### src/rtl/bmt_pkg.sv
package bmt_pkg;
  typedef enum logic [1:0] {
    A_CTRL  = 2'd0,
    A_COUNT = 2'd1,
    A_START = 2'd2,
    A_LIMIT = 2'd3
  } bmt_addr_e;

  localparam int unsigned CS_W   = 2;
  localparam logic [1:0]  CS_OFF = 2'd0;
  localparam logic [1:0]  CS_SYS = 2'd1;
endpackage

### src/rtl/bmt_prescaler.sv
module bmt_prescaler #(
  parameter int unsigned PS_W = 3
) (
  input  logic            clk,
  input  logic            rst,
  input  logic            en,
  input  logic [PS_W-1:0] ps,
  output logic            tick
);
  localparam int unsigned DIV_W = (1 << PS_W) - 1;

  logic [DIV_W-1:0] pdiv;
  logic [DIV_W-1:0] mask;

  assign mask = ~({DIV_W{1'b1}} << ps);
  assign tick = en && ((pdiv & mask) == mask);

  always_ff @(posedge clk) begin
    if (rst || !en) pdiv <= '0;
    else            pdiv <= pdiv + 1'b1;
  end
endmodule

### src/rtl/bmt_shadow.sv
module bmt_shadow #(
  parameter int unsigned W       = 16,
  parameter logic [W-1:0] RST_VAL = '0
) (
  input  logic         clk,
  input  logic         rst,
  input  logic         wr,
  input  logic [W-1:0] wdata,
  input  logic         load,
  output logic [W-1:0] active
);
  logic [W-1:0] shadow;

  always_ff @(posedge clk) begin
    if (rst) begin
      shadow <= RST_VAL;
      active <= RST_VAL;
    end else begin
      if (wr)   shadow <= wdata;
      if (load) active <= shadow;
    end
  end
endmodule

### src/rtl/bmt_counter.sv
module bmt_counter #(
  parameter int unsigned W = 16
) (
  input  logic         clk,
  input  logic         rst,
  input  logic         tick,
  input  logic         reload,
  input  logic [W-1:0] start,
  input  logic [W-1:0] limit,
  output logic [W-1:0] cnt,
  output logic         wrap
);
  assign wrap = tick && !reload && (cnt == limit);

  always_ff @(posedge clk) begin
    if (rst)         cnt <= '0;
    else if (reload) cnt <= start;
    else if (wrap)   cnt <= start;
    else if (tick)   cnt <= cnt + 1'b1;
  end
endmodule

### src/rtl/bmt_timer.sv
module bmt_timer #(
  parameter int unsigned DATA_W = 32,
  parameter int unsigned CNT_W  = 16,
  parameter int unsigned PS_W   = 3
) (
  input  logic              clk,
  input  logic              rst,
  input  logic              bus_wr,
  input  logic [1:0]        bus_addr,
  input  logic [DATA_W-1:0] bus_wdata,
  output logic [DATA_W-1:0] bus_rdata,
  output logic              irq_o
);
  import bmt_pkg::*;

  localparam int unsigned PS_LSB   = CS_W;
  localparam int unsigned IE_BIT   = PS_LSB + PS_W;
  localparam int unsigned FLAG_BIT = IE_BIT + 1;

  logic [CS_W-1:0] csel_q;
  logic [PS_W-1:0] ps_q;
  logic            ie_q, flag_q;
  logic            ie_nxt, flag_nxt;
  logic            ctrl_wr, cnt_wr, start_wr, limit_wr;
  logic            tick, wrap, copy_en;
  logic [CNT_W-1:0] cnt, start_act, limit_act;
  logic [DATA_W-1:0] rd_mux;
  logic            unused_wbits;

  assign unused_wbits = ^bus_wdata[DATA_W-1:CNT_W];

  assign ctrl_wr  = bus_wr && (bus_addr == A_CTRL);
  assign cnt_wr   = bus_wr && (bus_addr == A_COUNT);
  assign start_wr = bus_wr && (bus_addr == A_START);
  assign limit_wr = bus_wr && (bus_addr == A_LIMIT);
  assign copy_en  = (csel_q == CS_OFF);

  bmt_prescaler #(.PS_W(PS_W)) u_pre (
    .clk(clk), .rst(rst), .en(csel_q == CS_SYS), .ps(ps_q), .tick(tick)
  );

  bmt_shadow #(.W(CNT_W), .RST_VAL('0)) u_start (
    .clk(clk), .rst(rst), .wr(start_wr), .wdata(bus_wdata[CNT_W-1:0]),
    .load(copy_en), .active(start_act)
  );

  bmt_shadow #(.W(CNT_W), .RST_VAL({CNT_W{1'b1}})) u_limit (
    .clk(clk), .rst(rst), .wr(limit_wr), .wdata(bus_wdata[CNT_W-1:0]),
    .load(copy_en), .active(limit_act)
  );

  bmt_counter #(.W(CNT_W)) u_cnt (
    .clk(clk), .rst(rst), .tick(tick), .reload(cnt_wr),
    .start(start_act), .limit(limit_act), .cnt(cnt), .wrap(wrap)
  );

  always_comb begin
    ie_nxt   = ctrl_wr ? bus_wdata[IE_BIT] : ie_q;
    flag_nxt = flag_q;
    if (ctrl_wr && !bus_wdata[FLAG_BIT]) flag_nxt = 1'b0;
    if (wrap)                            flag_nxt = 1'b1;
  end

  always_ff @(posedge clk) begin
    if (rst) begin
      csel_q <= CS_OFF;
      ps_q   <= '0;
      ie_q   <= 1'b0;
      flag_q <= 1'b0;
      irq_o  <= 1'b0;
    end else begin
      if (ctrl_wr) begin
        csel_q <= bus_wdata[CS_W-1:0];
        ps_q   <= bus_wdata[PS_LSB +: PS_W];
      end
      ie_q   <= ie_nxt;
      flag_q <= flag_nxt;
      irq_o  <= ie_nxt && flag_nxt;
    end
  end

  always_comb begin
    rd_mux = '0;
    case (bus_addr)
      A_CTRL: begin
        rd_mux[CS_W-1:0]         = csel_q;
        rd_mux[PS_LSB +: PS_W]   = ps_q;
        rd_mux[IE_BIT]           = ie_q;
        rd_mux[FLAG_BIT]         = flag_q;
      end
      A_COUNT: rd_mux[CNT_W-1:0] = cnt;
      A_START: rd_mux[CNT_W-1:0] = start_act;
      default: rd_mux[CNT_W-1:0] = limit_act;
    endcase
  end

  always_ff @(posedge clk) begin
    if (rst) bus_rdata <= '0;
    else     bus_rdata <= rd_mux;
  end
endmodule

### config.mk
export PLATFORM = sky130hd
export DESIGN_NAME = bmt_timer
export DESIGN_NICKNAME = d
export VERILOG_FILES = /design/src/rtl/bmt_pkg.sv /design/src/rtl/bmt_prescaler.sv /design/src/rtl/bmt_shadow.sv /design/src/rtl/bmt_counter.sv /design/src/rtl/bmt_timer.sv
export SDC_FILE = /design/constraint.sdc
export NUM_CORES = 1
export LEC_CHECK = 0
export BUFFER_PORTS_ARGS = -buffer_cell sky130_fd_sc_hd__buf_2
export CORE_AREA = 2 2 87 106
export CTS_BUF_LIST = sky130_fd_sc_hd__clkbuf_2
export DETAILED_ROUTE_END_ITERATION = 8
export DIE_AREA = 0 0 89 108
export HOLD_SLACK_MARGIN = 0.05
export PLACE_DENSITY = 0.79
export REMOVE_ABC_BUFFERS = 1
export SYNTH_ARGS = -nofsm -noshare
export SYNTH_HDL_FRONTEND = slang
export SYNTH_SLANG_ARGS = --single-unit
### constraint.sdc
create_clock -name clk -period 2.25 [get_ports clk]
set_input_delay 0.225 -clock clk [delete_from_list [all_inputs] [get_ports clk]]
set_output_delay 0.225 -clock clk [all_outputs]
set_load 0.02 [all_outputs]
==> results.ini <==
[status]
status=completed

[route]
dr.max_layer_used=met5
vias=4218
dr_wl_met2_um=5800
routed_via_density=5.59
drc=0
drt_first_iter_violations=311
ant_nets=0
wl_met1_um=5060
routed_wl_um=11700
route.met3.wl_um=701
wl_per_cell_um=15.5
first_pass_iters=5

[global_route]
grt_pass1_wl_um=19200
track_usage_pct=25.7
grt_pass1_vias=4016
grt_max_degree=33
grt_overflow_total=0
antenna_found_initial=1

[critical_path]
path_class=reg2reg
cp.arrival_ns=2.73
cp_max_fo=11
start_kind=flip-flop
worst_setup_path_end_kind=flip-flop
crit_required_ns=2.79

[final_layout]
layout_common_cells=nand2_1 (142), dfxtp_1 (99), nand3_1 (42), a21oi_1 (41), buf_2 (37)
instances_no_fill=755
final_common_cell=nand2_1
finalNetCount=672
antennaDiodeCount=0
layout-drive-gt1-share_pct=19.3
fin_area_um2=5540
fillers=768
area_delta_synth_final_pct=13.7

[yosys]
yosys.area.top_type=dfxtp_1
synthTopCellsByArea=dfxtp_1 (46%), nand2_1 (11%), nand3_1 (4.3%), a21oi_1 (4.2%), mux4_2 (3.2%)
ys_seq_elements=111
synth-edff-count=0
synth_async_sr_flop_share_pct=0
synth_top_area_share_pct=45.6
yosys_most_used_dff=dfxtp_1
yosysSeqAreaShare_pct=45.6
post_synth_inst_count=577
yosysWarnings=0
avgSynthCellArea_um2=8.45
ys_types=55
syn_area_um2=4880

[clock_network]
clk_pin_slew_ns=0.30
cts_sinks=111
cts_root_buffer=clkbuf_2
cts.path.max_buffers=2
htree_levels=3
numCtsBuffers=9
clock_latency_ns=0.60
cts_tree=built
cts_setup_buffers=0

[floorplan]
die_height_um=108
ioPinCount=70
fp.dieW_um=89
initial_core_util_pct=57.3
core_area_um2=8520
dieArea_um2=9610
fp-row-count=37

[place]
io_buffers=37
dp_hpwl_um=8250
placed_area_um2=5220
gp_congestion=0.977
dp_cells=721

[power_and_ir_drop]
power.leakage_nw=2.24
p_total_mw=3.37
power_density_nw_per_um2=607
ir_worst_vdd_v=0.000452

[sta]
worst_pin_slew_ns=0.675
hold_viol_final=0
period_share_pct=97.6
clock_skew_ns=0.0306
fin_hold_ws_ns=0.0971
finalSetupViolCount=0
slew_viol_final=0
fin_crit_ns=2.20
fmax_mhz=455
slew-limit-headroom_pct=54.8

[job]
drv_cap=0

[worst_hold_path]
hold_path_class=in2reg

==> area by class of cell <==
class,instances,area [um2],share of cell area (%)
Multi-Input combinational cell,421,2450,44.2
Sequential cell,111,2240,40.4
Timing Repair Buffer,82,581,10.5
Tap cell,117,146,2.64
Clock inverter,7,47.5,0.858
Clock buffer,9,45.0,0.812
Inverter,8,30.0,0.542
==> what timing repair did <==
item / in CTS / in global routing
endpoints found under the setup margin: 4 / 10
cloned: 0 / 0
pin swaps: 0 / 2
hold buffers: 18 / 0
endpoints found under the hold margin: 51 / 0
resized for setup: 3 / 17
==> cells in the mapped netlist (5+ instances only) <==
master and number:
buf_4 16, dfxtp_1 111, mux4_2 7, or3_1 5, buf_1 5, nand4_1 6
o21ai_0 5, a22oi_1 11, nor3_1 6, xnor2_1 18, mux2i_1 10, nand3_1 42
mux2_2 8, and2_1 12, nand2_1 143, inv_1 7, clkbuf_1 29, a21oi_1 41
nor2_1 31
==> sequential cells by signal (all words and copies together), names as in the netlist, 2 cells and up <==
| signal | count |
|---|---|
| u_cnt.cnt | 16 |
| ps_q | 3 |
| csel_q | 2 |
| u_pre.pdiv | 7 |
| u_start.shadow | 16 |
| u_limit.active | 16 |
| bus_rdata | 16 |
| u_start.active | 16 |
| u_limit.shadow | 16 |
==> worst paths after layout <==
check                                                     from                             end  slack (ns)  cells past startpoint
worst max-delay path                  u_pre.pdiv[0]$_SDFF_PP0_      u_cnt.cnt[13]$_SDFFE_PP0P_        0.05                      7
worst min-delay path                               bus_addr[1]        bus_rdata[15]$_SDFF_PP0_         0.1                      4
worst max register to register        u_pre.pdiv[0]$_SDFF_PP0_      u_cnt.cnt[13]$_SDFFE_PP0P_        0.05                      7
worst min register to register  u_start.shadow[4]$_SDFFE_PP0P_  u_start.active[4]$_SDFFE_PP0N_        0.45                      2
==> critical path, stage by stage (launching register included) <==
cell and delay [ns]:
dfxtp_4 0.43, nand2_1 0.15, o41ai_4 0.43, nand2_1 0.18, buf_4 0.22, o311ai_0 0.42, mux2i_1 0.13, a21o_1 0.17
==> metal layers <==
| layer | GRT usage [%] | up-vias |
|---|---|---|
| met2 | 41.3 | 147 |
| met4 | 8.00 | 2 |
| li1 | - | 2048 |
| met3 | 4.96 | 14 |
| met5 | 0 | - |
| met1 | 35.0 | 2007 |
==> kinds of logic after synthesis <==
logic type / count (synthesis) / share of synthesized area (%)
other cells: 1 / 0.0769
compound gates: 86 / 11.8
mux: 25 / 7.13
simple gates: 272 / 25.3
xor+xnor: 20 / 3.59
fa+ha+maj: 2 / 0.513
buf+inv: 60 / 6.03
flops: 111 / 45.6
==> through the flow <==
step                TNS (ns)  util [%]  setup slack (ns)
floorplan                  0         -            0.0194
global placement           0      61.3             0.105
detailed placement   -0.0610      61.3           -0.0384
CTS                        0      64.7            0.0108
global route         -0.0106      65.1           -0.0106
finish                     0      65.1            0.0544
==> power by group <==
part | internal, mW | leakage (nW) | switching, mW
logic | 0.188 | 1.27 | 0.267
clock network | 0.149 | 0.0601 | 0.656
registers | 2.05 | 0.910 | 0.0571
total | 2.39 | 2.24 | 0.980
(Power assumes the default switching activity.)
